## src/rtl/cfg_bank_pkg.sv

```systemverilog
`timescale 1ns/1ps
package cfg_bank_pkg;
  localparam int DW        = 8;
  localparam int AW        = 8;
  localparam int N_DIRECT  = 3;
  localparam int SPAN_LO   = 'h08;
  localparam int SPAN_N    = 25;
  localparam int N_SHADOW  = SPAN_N + 2;
  localparam int SLOT_W    = $clog2(N_SHADOW);
  localparam int DIR_IW    = $clog2(N_DIRECT);
  localparam logic [AW-1:0] XFER_ADDR = 8'hFF;
  localparam int XFER_BIT  = 0;

  typedef enum logic [1:0] {KIND_NONE, KIND_DIRECT, KIND_SHADOW, KIND_XFER} reg_kind_e;

  typedef struct packed {
    reg_kind_e         kind;
    logic [SLOT_W-1:0] idx;
  } reg_sel_t;

  function automatic logic [AW-1:0] slot_addr(int i);
    if (i < SPAN_N) return AW'(SPAN_LO + i);
    else if (i == SPAN_N) return 8'h3C;
    else return 8'h3E;
  endfunction

  function automatic logic [DW-1:0] slot_mask(int i);
    case (slot_addr(i))
      8'h13, 8'h1B: return 8'h00;
      8'h14:        return 8'h3F;
      8'h18:        return 8'h1F;
      default:      return 8'hFF;
    endcase
  endfunction

  function automatic logic [DW-1:0] slot_default(int i);
    return (slot_addr(i) == 8'h14) ? 8'h01 : 8'h00;
  endfunction

  function automatic logic [DW-1:0] direct_mask(int i);
    return (i == 2) ? 8'h0F : 8'hFF;
  endfunction

  function automatic logic [DW-1:0] direct_default(int i);
    return (i == 0) ? 8'h18 : 8'h00;
  endfunction
endpackage

```

## src/rtl/cfg_bank_decode.sv

```systemverilog
`timescale 1ns/1ps
module cfg_bank_decode
  import cfg_bank_pkg::*;
(
  input  logic [AW-1:0] addr_i,
  output reg_sel_t      sel_o
);
  always_comb begin
    sel_o = '{kind: KIND_NONE, idx: '0};
    if (addr_i == XFER_ADDR) sel_o.kind = KIND_XFER;
    for (int i = 0; i < N_DIRECT; i++) begin
      if (addr_i == AW'(i)) begin
        sel_o.kind = KIND_DIRECT;
        sel_o.idx  = SLOT_W'(i);
      end
    end
    for (int i = 0; i < N_SHADOW; i++) begin
      if (addr_i == slot_addr(i) && slot_mask(i) != '0) begin
        sel_o.kind = KIND_SHADOW;
        sel_o.idx  = SLOT_W'(i);
      end
    end
  end
endmodule

```

## src/rtl/cfg_bank_direct_reg.sv

```systemverilog
`timescale 1ns/1ps
module cfg_bank_direct_reg #(
  parameter int          W     = 8,
  parameter logic [W-1:0] RST  = '0,
  parameter logic [W-1:0] MASK = '1
) (
  input  logic         clk_i,
  input  logic         rst_ni,
  input  logic         we_i,
  input  logic [W-1:0] wdata_i,
  output logic [W-1:0] q_o
);
  always_ff @(posedge clk_i or negedge rst_ni) begin
    if (!rst_ni)   q_o <= RST & MASK;
    else if (we_i) q_o <= wdata_i & MASK;
  end
endmodule

```

## src/rtl/cfg_bank_shadow_reg.sv

```systemverilog
`timescale 1ns/1ps
module cfg_bank_shadow_reg #(
  parameter int           W    = 8,
  parameter logic [W-1:0] RST  = '0,
  parameter logic [W-1:0] MASK = '1
) (
  input  logic         clk_i,
  input  logic         rst_ni,
  input  logic         we_i,
  input  logic         xfer_i,
  input  logic [W-1:0] wdata_i,
  output logic [W-1:0] hold_o,
  output logic [W-1:0] active_o
);
  // copy uses the pre-write holding value on a colliding edge
  always_ff @(posedge clk_i or negedge rst_ni) begin
    if (!rst_ni) begin
      hold_o   <= RST & MASK;
      active_o <= RST & MASK;
    end else begin
      if (we_i)   hold_o   <= wdata_i & MASK;
      if (xfer_i) active_o <= hold_o;
    end
  end
endmodule

```

## src/rtl/shadow_cfg_bank.sv

```systemverilog
`timescale 1ns/1ps
module shadow_cfg_bank
  import cfg_bank_pkg::*;
(
  input  logic                   clk_i,
  input  logic                   rst_ni,
  input  logic                   wr_en_i,
  input  logic                   rd_en_i,
  input  logic [AW-1:0]          addr_i,
  input  logic [DW-1:0]          wdata_i,
  output logic [DW-1:0]          rdata_o,
  output logic [DW-1:0]          dbg_active_o,
  output logic [N_DIRECT*DW-1:0] direct_cfg_o,
  output logic [N_SHADOW*DW-1:0] active_cfg_o
);
  reg_sel_t             sel;
  logic                 xfer_q;
  logic [DW-1:0]        direct_q [N_DIRECT];
  logic [DW-1:0]        hold_q   [N_SHADOW];
  logic [DW-1:0]        act_q    [N_SHADOW];
  logic [N_SHADOW*DW-1:0] hold_flat;
  logic [DW-1:0]        rd_val, dbg_val;

  cfg_bank_decode u_dec (.addr_i(addr_i), .sel_o(sel));

  for (genvar g = 0; g < N_DIRECT; g++) begin : g_direct
    cfg_bank_direct_reg #(
      .W(DW), .RST(direct_default(g)), .MASK(direct_mask(g))
    ) u_reg (
      .clk_i, .rst_ni,
      .we_i   (wr_en_i && sel.kind == KIND_DIRECT && sel.idx == SLOT_W'(g)),
      .wdata_i(wdata_i),
      .q_o    (direct_q[g])
    );
    assign direct_cfg_o[g*DW +: DW] = direct_q[g];
  end

  for (genvar g = 0; g < N_SHADOW; g++) begin : g_shadow
    cfg_bank_shadow_reg #(
      .W(DW), .RST(slot_default(g)), .MASK(slot_mask(g))
    ) u_reg (
      .clk_i, .rst_ni,
      .we_i    (wr_en_i && sel.kind == KIND_SHADOW && sel.idx == SLOT_W'(g)),
      .xfer_i  (xfer_q),
      .wdata_i (wdata_i),
      .hold_o  (hold_q[g]),
      .active_o(act_q[g])
    );
    assign active_cfg_o[g*DW +: DW] = act_q[g];
    assign hold_flat[g*DW +: DW]    = hold_q[g];
  end

  // transfer bit lives one clock, then clears
  always_ff @(posedge clk_i or negedge rst_ni) begin
    if (!rst_ni) xfer_q <= 1'b0;
    else         xfer_q <= wr_en_i && sel.kind == KIND_XFER && wdata_i[XFER_BIT];
  end

  always_comb begin
    rd_val  = '0;
    dbg_val = '0;
    unique case (sel.kind)
      KIND_DIRECT: rd_val = direct_q[sel.idx[DIR_IW-1:0]];
      KIND_SHADOW: begin
        rd_val  = hold_q[sel.idx];
        dbg_val = act_q[sel.idx];
      end
      KIND_XFER:   rd_val[XFER_BIT] = xfer_q;
      default: ;
    endcase
  end

  always_ff @(posedge clk_i or negedge rst_ni) begin
    if (!rst_ni) begin
      rdata_o      <= '0;
      dbg_active_o <= '0;
    end else if (rd_en_i) begin
      rdata_o      <= rd_val;
      dbg_active_o <= dbg_val;
    end
  end
endmodule

```

## config.mk

```make
export PLATFORM = sky130hd
export DESIGN_NAME = shadow_cfg_bank
export DESIGN_NICKNAME = d
export VERILOG_FILES = /design/src/rtl/cfg_bank_pkg.sv /design/src/rtl/cfg_bank_decode.sv /design/src/rtl/cfg_bank_direct_reg.sv /design/src/rtl/cfg_bank_shadow_reg.sv /design/src/rtl/shadow_cfg_bank.sv
export SDC_FILE = /design/constraint.sdc
export NUM_CORES = 1
export LEC_CHECK = 0
export CAP_MARGIN = 20
export CORE_ASPECT_RATIO = 2
export CORE_UTILIZATION = 45
export DETAILED_ROUTE_END_ITERATION = 10
export PLACE_DENSITY = 0.76
export REMOVE_ABC_BUFFERS = 1
export SLEW_MARGIN = 10
export SYNTH_ARGS = -nofsm -noshare
export SYNTH_HDL_FRONTEND = slang
export SYNTH_SLANG_ARGS = --single-unit
```

## constraint.sdc

```tcl
create_clock -name clk_i -period 2.85 [get_ports clk_i]
set_clock_uncertainty 0.05 [all_clocks]
set_input_delay 0.4275 -clock clk_i [delete_from_list [all_inputs] [get_ports clk_i]]
set_output_delay 0.4275 -clock clk_i [all_outputs]
set_load 0.01 [all_outputs]
```

## After elaboration in Yosys (flattened, before gate mapping)

Index checks and enable logic that the tools add are counted.

| storage, ports and cells | value |
|---|---|
| flip-flop bits (word level) | 427 |
| latch bits | 0 |
| RAM bits | 0 |
| ROM bits | 0 |
| input port bits | 20 |
| output and inout port bits | 256 |
| word-level logic and storage cells | 190 |
| memories kept | 0 |

| operators by class | value |
|---|---|
| $add $sub $neg | 0 |
| multipliers | 0 |
| div/mod/pow operators | 0 |
| order comparisons | 2 |
| equality and inequality tests | 55 |
| shift-type cells | 0 |
| multiplexer cells | 41 |
| bitwise logic cells | 2 |
| reduce and logical (&&, ||, !) cells | 34 |

Operator list:

| cell | number |
|---|---|
| two-way mux 7 bit | 28 |
| equality test 8 x 5 -> 1 bit (second input constant) | 14 |
| binary-select mux 8 bit (select 5 bit) | 2 |
| equality test 8 x 4 -> 1 bit (second input constant) | 8 |
| two-way mux 8 bit | 7 |
| equality test 5 bit (second input constant) | 10 |
| equality test 5 x 4 -> 1 bit (second input constant) | 7 |
| logical AND 1 bit | 32 |
| equality test 8 x 6 -> 1 bit (second input constant) | 3 |
| equality test 5 x 3 -> 1 bit (second input constant) | 4 |
| binary-select mux 8 bit (select 2 bit) | 1 |
| case mux 7 bit (2 select lines) | 1 |
| equality test 5 x 2 -> 1 bit (second input constant) | 2 |
| equality test 8 x 1 -> 1 bit (second input constant) | 1 |
| equality test 8 x 2 -> 1 bit (second input constant) | 1 |
| equality test 8 bit (second input constant) | 1 |
| zero test 8 bit | 1 |
| greater-or-equal comparator 6 bit (second input constant) | 1 |
| NOT 5 -> 6 bit | 1 |
| equality test 5 x 1 -> 1 bit (second input constant) | 1 |
| zero test 5 bit | 1 |
| equality test 2 bit (second input constant) | 2 |
| greater-or-equal comparator 3 bit (second input constant) | 1 |
| NOT 2 -> 3 bit | 1 |
| 3 further kinds | 3 |

## Logic depth before layout (Yosys ltp)

Gate-level depths: netlist of the first run.

| depth | value |
|---|---|
| depth after elaboration | 35 |
| gate-level depth with buffers | 12 |
| gate-level depth less buffers | 11 |

## By module

Synthesis of the first run repeated with hierarchy kept, for this count alone.

| unflattened totals | value |
|---|---|
| cells, all modules | 1,476 |
| area total of the unflattened synthesis | 22,526.6 um^2 |

Modules (own cells, without submodules):

| module | times used | cells an instance | area each (um^2) | seq. area each (um^2) |
|---|---|---|---|---|
| cfg_bank_shadow_reg at g_shadow[0].u_reg ... | 23 | 34 | 663.1 | 400.4 |
| shadow_cfg_bank | 1 | 524 | 5,024.8 | 425.4 |
| cfg_bank_shadow_reg at g_shadow[12].u_reg | 1 | 31 | 539.3 | 302.8 |
| cfg_bank_shadow_reg at g_shadow[16].u_reg | 1 | 27 | 411.6 | 250.2 |
| cfg_bank_direct_reg at g_direct[0].u_reg | 1 | 17 | 334.1 | 202.7 |
| cfg_bank_direct_reg at g_direct[1].u_reg | 1 | 17 | 331.6 | 200.2 |
| cfg_bank_shadow_reg at g_shadow[11].u_reg ... | 2 | 17 | 123.9 | 0.0 |
| cfg_bank_decode | 1 | 31 | 206.4 | 0.0 |
| cfg_bank_direct_reg at g_direct[2].u_reg | 1 | 13 | 178.9 | 100.1 |

## Worst setup path before layout of the first run

OpenSTA, ideal clock, no wires.

| timing path | value |
|---|---|
| kind | input to register |
| start | input port addr_i[2] |
| end | register g_shadow[1].u_reg.hold_o[0] |
| setup time | 0.125 ns |
| arrival time | 3.133 ns |
| slack | -0.457 ns |
| cell stages on the path | 10 |
| buffers on the path | 2 |
| path through | buf_2 > or4_4 > a2111oi_4 > or3_1 > ha_1 > and2_1 > clkbuf_1 > nand3_1 > nor2_1 > mux2_2 |

| on the way | value |
|---|---|
| longest elaborated chain between the ends | 33 |
| elaborated cells on any way between the ends | 62 |

Ends and longest elaborated chain:

| what | RTL line | source |
|---|---|---|
| start, declared | shadow_cfg_bank.sv:9 | `input logic [AW-1:0] addr_i,` |
| equality test 8 bit | cfg_bank_decode.sv:10 | `if (addr_i == XFER_ADDR) sel_o.kind = KIND_XFER;` |
| two-way mux 2 bit | cfg_bank_decode.sv:10 |  |
| two-way mux 7 bit (3 in series) | cfg_bank_decode.sv:12 | `if (addr_i == AW'(i)) begin` |
| two-way mux 7 bit (24 in series) | cfg_bank_decode.sv:18 | `if (addr_i == slot_addr(i) && slot_mask(i) != '0) begin` |
| two-way mux 7 bit (*) | cfg_bank_decode.sv:18 |  |
| equality test 2 bit | shadow_cfg_bank.sv:43 | `.we_i (wr_en_i && sel.kind == KIND_SHADOW && sel.idx == SLOT_W'(g)),` |
| logical AND 1 bit | shadow_cfg_bank.sv:43 |  |
| logical AND 1 bit (*) | shadow_cfg_bank.sv:43 |  |
| end signal, assigned | cfg_bank_shadow_reg.sv:18 | `hold_o <= RST & MASK;` |
| end signal, assigned | cfg_bank_shadow_reg.sv:21 | `if (we_i) hold_o <= wdata_i & MASK;` |
| end, declared | cfg_bank_shadow_reg.sv:12 | `output logic [W-1:0] hold_o,` |

Every way passes the cells marked *; elsewhere a longest branch is shown, timed or not.
A chain may end at the register's enable or synchronous reset.

## Final worst setup path of the first run

| timing path | value |
|---|---|
| start | input port addr_i[5] |
| end | register dbg_active_o[7] |

| on the way | value |
|---|---|
| longest elaborated chain between the ends | 33 |
| elaborated cells on any way between the ends | 64 |

Ends and longest elaborated chain:

| what | RTL line | source |
|---|---|---|
| equality test 8 x 1 -> 1 bit | cfg_bank_decode.sv:12 |  |
| two-way mux 7 bit (2 in series) | cfg_bank_decode.sv:12 |  |
| two-way mux 7 bit (24 in series) | cfg_bank_decode.sv:18 |  |
| two-way mux 7 bit (*) | cfg_bank_decode.sv:18 |  |
| NOT 5 -> 6 bit (not written as such) | shadow_cfg_bank.sv:66 | `dbg_val = act_q[sel.idx];` |
| binary-select mux 8 bit (select 5 bit) | shadow_cfg_bank.sv:66 |  |
| two-way mux 8 bit (not written as such) (2 in series) | shadow_cfg_bank.sv:66 |  |
| two-way mux 8 bit (*) | shadow_cfg_bank.sv:62 | `unique case (sel.kind)` |
| end signal, assigned | shadow_cfg_bank.sv:79 | `dbg_active_o <= dbg_val;` |
| end, declared | shadow_cfg_bank.sv:12 | `output logic [DW-1:0] dbg_active_o,` |

Every way passes the cells marked *; elsewhere a longest branch is shown, timed or not. The select of a mux whose other input is x is not followed.

==> key figures, run 1 <==
Outcome
  • Status: finished clean

Final layout
  • Footprint of the multi-input gates: 8910 sq um
  • Share of layout cells above drive strength 1: 40.1%
  • Design area: 26600 sq um
  • Reg area: 10700 sq um
  • Nets: 2067
  • Fill cell count: 3539
  • Final Util: between 60% and 70%
  • Area Overhead vs Synth: 33.2%

CTS
  • Clock root buffer: clkbuf_16
  • # H-tree levels: 2
  • TritonCTS clock tree: built
  • Longest Clk Path Bufs: 3
  • Clock latency on the worst-skew pair: 0.55 ns
  • Clock sink count: around 430
  • CTS clk-pin slew, worst paths: 0.07 ns
  • Cts bufs inserted: 38

Worst hold path
  • HP Class: input pin to asynchronous set/reset pin

Die
  • Initial core utilization: 45.8%
  • Core box area: 43500 sq um
  • IO Pins: 276
  • Die Wd: 151 um
  • Row cnt: 108
  • Die Ht: 300 um
  • Die ar.: 45200 sq um

Critical path
  • Crit path max fanout: 8
  • Startpoint Class: input pin
  • Crit path required time: approximately 3.2 ns
  • Critical Path Sink Type: register
  • Setup CP Type: input pin to register
  • Arrival @ worst endpoint: slightly above 3 ns

Timing
  • Final Setup Violations: 0
  • Hold Vio Cnt, Final: 0
  • Slew HR: 38.0%
  • RSZ-0062 raised after global routing: no
  • Fmax: 365 MHz
  • Minimum clock period: 2.74 ns
  • Final period util: 96.2%
  • Slew Viols, Final: 0
  • Slew @ Worst Pin: 0.930 ns

Power and ir drop
  • Internal power: 9.82 mW
  • Register share of total power: 48.4%
  • Pwr dens: just under 500 nW/um^2
  • Sw Pwr: approximately 3 mW
  • Peak supply drop: approximately 380 uV
  • Net Sw Frac: 23.9%
  • Leakage: 12.5 nW
  • Clk pwr share: between 40 and 50%
  • Logic pwr share: 8.3%

Routing
  • Final WL: 76.0 mm
  • Vias per cell: between 6 and 7
  • DRT Pass-1 Iters: 5
  • Via count: 15.9k
  • Initial DRC count: between 1k and 1.5k
  • Routed Antenna Nets: 0
  • Average wire per standard cell: 29.0 um
  • DRC viols: 0

Logic synthesis
  • Ys flop type: dfrtp_1
  • Synth async-reset ratio: 100%
  • Avg Cell Area, Syn: 12.5 sq um
  • Post-synth EDFFs: 0
  • Syn Inst Count: 1595
  • Synthesis-stage register bit count: approximately 430
  • Syn. warnings: 0
  • Yosys cell types: 70
  • Sequential share of the synthesized area: 53.6%
  • Mapped Area: 19900 sq um

GRT
  • Met3 usage: 3.84%
  • Total grt overflow: 0
  • Largest net degree at the start of global routing: 85
  • Antenna violations before repair: 1
  • GRT Overall Usage: 34.3%
  • GR peak layer: met2
  • M2 GR Usage: a little under 60%
  • First-pass GRT wire length: 111 mm
  • Vias in the first global route: 16.6k
  • M1 GR Usage: a little under 40%

Place
  • HPWL Detailed: 56.1 mm
  • RePlAce Congestion: 1.00
  • Port Buffers: 250
  • Placed Area: 24900 sq um

Flow run
  • Total of max-cap violations: 0
[cells by family after synthesis]
family | Yosys count | synth area share, %
AO/OA/AOI/OAI | 286 | 9.94
other | 1 | 0.0188
adder cells (fa/ha/maj) | 4 | 0.251
buffers and inverters | 151 | 3.66
flip-flops | 427 | 53.6
multiplexers | 462 | 25.9
AND/OR/NAND/NOR | 264 | 6.66
[path summary, 6_finish.rpt]
path,startpoint,to,slack [ns],cells past startpoint
max in group asynchronous,rst_ni,g_shadow[12].u_reg.active_o[0],1.39,3
setup / recovery,addr_i[5],dbg_active_o[7],0.11,11
hold / removal,rst_ni,g_shadow[7].u_reg.active_o[7],0.39,2
hold reg to reg,g_shadow[7].u_reg.hold_o[0],g_shadow[7].u_reg.active_o[0],0.47,1
setup reg to reg,g_shadow[8].u_reg.hold_o[4],rdata_o[4],0.98,5
min in group clk_i,g_shadow[7].u_reg.hold_o[0],g_shadow[7].u_reg.active_o[0],0.47,1
[layout by cell type, fill, tap and decap left out, types with 12 or more instances in the layout]
cell and count:
nor2_2 12, clkdlybuf4s50_1 240, dfrtp_1 422, mux2_4 16
o22a_1 14, nand2_1 123, nand3_1 26, a31oi_1 29
conb_1 25, o21ai_0 28, buf_12 27, mux2_2 409
mux2i_1 34, o22ai_1 48, buf_4 238, nor2_1 31
a21oi_1 53, a221oi_1 12, o221ai_1 14, clkbuf_16 41
[worst max-delay path, stage by stage]
cell and delay, ns:
dlygate4sd2_1 0.32, nor3_1 0.26, a211oi_2 0.08, or4b_4 0.55, buf_12 0.18, buf_4 0.17, nand2_1 0.07, a21oi_1 0.08
a211oi_2 0.64, a211o_1 0.18, o221ai_1 0.11
[registers in the layout (all words and copies together) (netlist names)]
signal / flops
g_shadow.u_reg.hold_o: 195
g_direct.u_reg.q_o: 20
xfer_q: 1
g_shadow.u_reg.active_o: 195
rdata_o: 8
dbg_active_o: 8
[layer usage]
layer | wire (um) | part of all wire (%)
met2 | 38600 | 51
met3 | 3690 | 4.8
met4 | 6750 | 8.9
met5 | 14 | 0.018
met1 | 26900 | 35
[timing repair]
action                                  CTS  global route
hold endpoints to repair                 57             0
setup buffers                             3             0
gates resized for setup                  55            27
hold buffers                              1             0
pin swaps                                 8             8
endpoints found under the setup margin  231           200
[stage by stage]
step	setup WS, ns	cells	hold slack (ns)	power, mW	setup TNS (ns)
6_report	0.107	2622	0.393	12.9	0
2_1_floorplan	-11.78	1480	0.0819	6.66	-1718.68
5_1_grt	0.0281	2621	0.448	13.2	0
4_1_cts	-0.0353	2621	0.416	12.9	-0.0568
3_3_place_gp	-0.921	2549	0.407	7.37	-187.44
3_5_place_dp	-0.976	2549	0.397	7.38	-198.29
[cells in the mapped netlist (all sizes together) (5+ instances only)]
cell type  number  area, sq um
a211oi          6         45.0
a21oi          56          280
a221o           5         50.1
a221oi         12          105
a22oi           6         45.0
a31oi          30          188
a32o            7         70.1
a32oi           8         70.1
and2            5         31.3
and3            9         56.3
buf            76          448
clkbuf         63          236
dfrtp         423        10600
inv            12         45.0
mux2          426         4800
mux2i          36          360
nand2         129          487
nand3          33          188
nand4           5         31.3
nor2           53          339
nor3           11         55.1
o211ai          5         37.5
o21ai          32          160
o221ai         14          123
o22a           14          123
o22ai          48          300
or3             5         31.3
[power groups by stage]
| stage | logic [mW] | registers (mW) | clock network, mW |
|---|---|---|---|
| after floorplan | 0.331 | 6.33 | 0 |
| after global placement | 1.02 | 6.35 | 0 |
| after detailed placement | 1.03 | 6.35 | 0 |
| after CTS | 1.05 | 6.24 | 5.65 |
| after global routing | 1.12 | 6.25 | 5.86 |
| final | 1.07 | 6.24 | 5.59 |
[final cells by class]
type                       count  share of cell area, %
antenna                        1                0.00942
clock buffer                  55                   4.17
clock inverter                13                  0.819
inverter                      12                  0.170
multi-input combinational   1041                   33.5
sequential                   427                   40.3
tap                          550                   2.59
timing repair buffer         523                   18.5
(Power assumes the default switching activity.)
==> inputs of run 2 (changes only) <==
Settings changed: REMOVE_ABC_BUFFERS 1 to unset.
==> key figures, run 2 (same netlist as run 1, synthesis figures left out) <==
Outcome
  • Status: finished clean (unchanged)

Routing
  • DRT Pass-1 Iters: 5 (unchanged)
  • Initial DRC count: 1113 (was 1010)
  • Vias per cell: 6.15 (was 6.06)
  • Routed Antenna Nets: 0 (unchanged)
  • DRC viols: 0 (unchanged)
  • Average wire per standard cell: 28.8 um (was 29.0 um)
  • Via count: 16.0k (was 15.9k)
  • Final WL: 74.9 mm (was 76.0 mm)

CTS
  • CTS clk-pin slew, worst paths: 0.07 ns (about the same)
  • # H-tree levels: 2 (unchanged)
  • Longest Clk Path Bufs: 3 (unchanged)
  • TritonCTS clock tree: built (unchanged)
  • Clock sink count: 427 (unchanged)
  • Clock latency on the worst-skew pair: 0.55 ns (about the same)
  • Cts bufs inserted: 38 (unchanged)
  • Clock root buffer: clkbuf_16 (unchanged)

Place
  • Worst slack at placement: -1.02 ns (was -0.976 ns)
  • Port Buffers: 250 (unchanged)
  • RePlAce Congestion: 0.983 (was 1.00)
  • HPWL Detailed: 54.8 mm (was 56.1 mm)
  • Placed cells: 2519 (was 2549)

Final layout
  • Area Overhead vs Synth: 35.2% (was 33.2%)
  • Commonest cells after routing, fill and taps aside: 422 x dfrtp_1, 374 x mux2_2, 241 x clkdlybuf4s50_1 (was 422 x dfrtp_1, 409 x mux2_2, 240 x clkdlybuf4s50_1)
  • Leading cell type in the layout, fill and taps excluded: dfrtp_1 (unchanged)
  • Antenna diodes: 0 (was 1)
  • Non-Filler Instances: 2603 (was 2622)
  • Final Util: 61.9% (was 61.1%)
  • Nets: 2047 (was 2067)
  • Top flop regs: g_shadow.u_reg.active_o (195), g_shadow.u_reg.hold_o (195), g_direct.u_reg.q_o (20) (unchanged)
  • Share of layout cells above drive strength 1: 39.7% (was 40.1%)

Flow run
  • Total of max-cap violations: 0 (unchanged)

Critical path
  • Most numerous cell on the critical path: buf_4 (was a211oi_2)
  • Worst setup startpoint: addr_i[0] (was addr_i[5])
  • Crit-path cells: dlygate4sd2_1, and4b_1, a211oi_4, or4b_2, buf_12, buf_4, a31oi_1, o21ai_0, a32oi_1, buf_4, nor3_1, a211o_1 (was dlygate4sd2_1, nor3_1, a211oi_2, or4b_4, buf_12, buf_4, nand2_1, a21oi_1, a211oi_2, a211o_1, o221ai_1)
  • Crit path required time: 3.23 ns (was 3.20 ns)
  • Max stage delay on crit path: 0.66 ns (was 0.64 ns)
  • Arrival @ worst endpoint: 3.17 ns (was 3.09 ns)
  • Stages on the worst setup path: 12 (was 11)
  • Crit path max fanout: 12 (was 8)
  • R2r startpoint: g_shadow[10].u_reg.hold_o[4] (was g_shadow[8].u_reg.hold_o[4])
  • R2R cell count: 5 (unchanged)
  • Setup CP Type: input pin to register (unchanged)
  • Number of buffers and inverters on the critical path: 4 (was 3)
  • R2R setup slack: 1.01 ns (was 0.98 ns)
  • Slowest CP cell: or4b_2 (was a211oi_2)
  • Critical Path Sink Type: register (unchanged)
  • Startpoint Class: input pin (unchanged)
  • Delay-heaviest family, CP: simple AND/OR/NAND/NOR gates (was compound AO/OA/AOI/OAI gates)

GRT
  • Vias in the first global route: 16.8k (was 16.6k)
  • GRT Overall Usage: 33.8% (was 34.3%)
  • Total grt overflow: 0 (unchanged)
  • First-pass GRT wire length: 110 mm (was 111 mm)
  • Antenna violations before repair: 1 (unchanged)
  • Largest net degree at the start of global routing: 76 (was 85)

Die
  • Core box area: 43500 sq um (unchanged)
  • Row cnt: 108 (unchanged)
  • Initial core utilization: 45.8% (unchanged)
  • Die Wd: 151 um (unchanged)
  • Die ar.: 45200 sq um (unchanged)
  • Die Ht: 300 um (unchanged)
  • IO Pins: 276 (unchanged)

Timing
  • Fin worst setup slack: 0.0570 ns (was 0.107 ns)
  • Minimum clock period: 2.79 ns (was 2.74 ns)
  • Fmax: 358 MHz (was 365 MHz)
  • TNS Setup: 0 ns (unchanged)
  • Slew @ Worst Pin: 0.678 ns (was 0.930 ns)
  • Final period util: 98.0% (was 96.2%)
  • RSZ-0062 raised after global routing: yes (was no)
  • Slew Viols, Final: 0 (unchanged)
  • Final Setup Violations: 0 (unchanged)
  • Hold Vio Cnt, Final: 0 (unchanged)
  • Slew HR: 54.6% (was 38.0%)

Power and ir drop
  • Overall power: 13.0 mW (was 12.9 mW)
  • Peak supply drop: 501 uV (was 383 uV)
  • Pwr dens: 482 nW/um^2 (was 485 nW/um^2)
  • Leakage: 12.5 nW (about the same)

Worst hold path
  • HP Class: input pin to asynchronous set/reset pin (unchanged)
==> run 2: timing repair <==
item                       CTS  global route
hold endpoints to repair    67             0
setup buffers                7             4
hold buffers                 1             0
pin swaps                    7            24
setup endpoints to repair  230           229
gates resized for setup     46            38
cloned                       2             0
==> run 2: metal layers <==
layer / wire length (um) / vias up / track usage, %
li1: - / 6697 / -
met3: 4380 / 305 / 4.37
met5: 14 / - / 0
met2: 37200 / 823 / 56.1
met1: 25600 / 8191 / 38.1
met4: 7700 / 2 / 28.8
==> run 2: power breakdown <==
group | internal, mW | switching, mW | leakage [nW]
clock network | 3.31 | 2.34 | 0.664
logic | 0.435 | 0.650 | 5.91
registers | 6.15 | 0.101 | 5.92
total | 9.90 | 3.09 | 12.5
==> run 2: path summary, 6_finish.rpt <==
check,to
max in group asynchronous,g_shadow[1].u_reg.hold_o[0]
worst min register to register,g_shadow[7].u_reg.active_o[0]
worst max-delay path,rdata_o[1]
worst min-delay path,g_shadow[8].u_reg.hold_o[0]
min in group clk_i,g_shadow[7].u_reg.active_o[0]
worst max register to register,rdata_o[4]
==> run 2: worst reg2reg max path, stage by stage, from the launching register on <==
cell	delay (ns)
dfrtp_1	0.43
mux2_2	0.21
a221oi_2	0.06
or3_1	0.38
or4_4	0.53
o311ai_2	0.09
==> run 2: per-stage QoR <==
| step | instance area (sq um) | hold WS, ns |
|---|---|---|
| floorplan | 20400 | 0.0819 |
| global placement | 25100 | 0.397 |
| detailed placement | 25100 | 0.408 |
| CTS | 26800 | 0.437 |
| global route | 27000 | 0.474 |
| finish | 27000 | 0.412 |
==> run 2: cell type report <==
cell class	instances	area, sq um
Timing Repair Buffer	503	4970
Sequential cell	427	10700
Clock inverter	11	196
Clock buffer	59	1170
Tap cell	550	688
Inverter	12	45.0
Multi-Input combinational cell	1041	9180
Fill cell	3393	16600
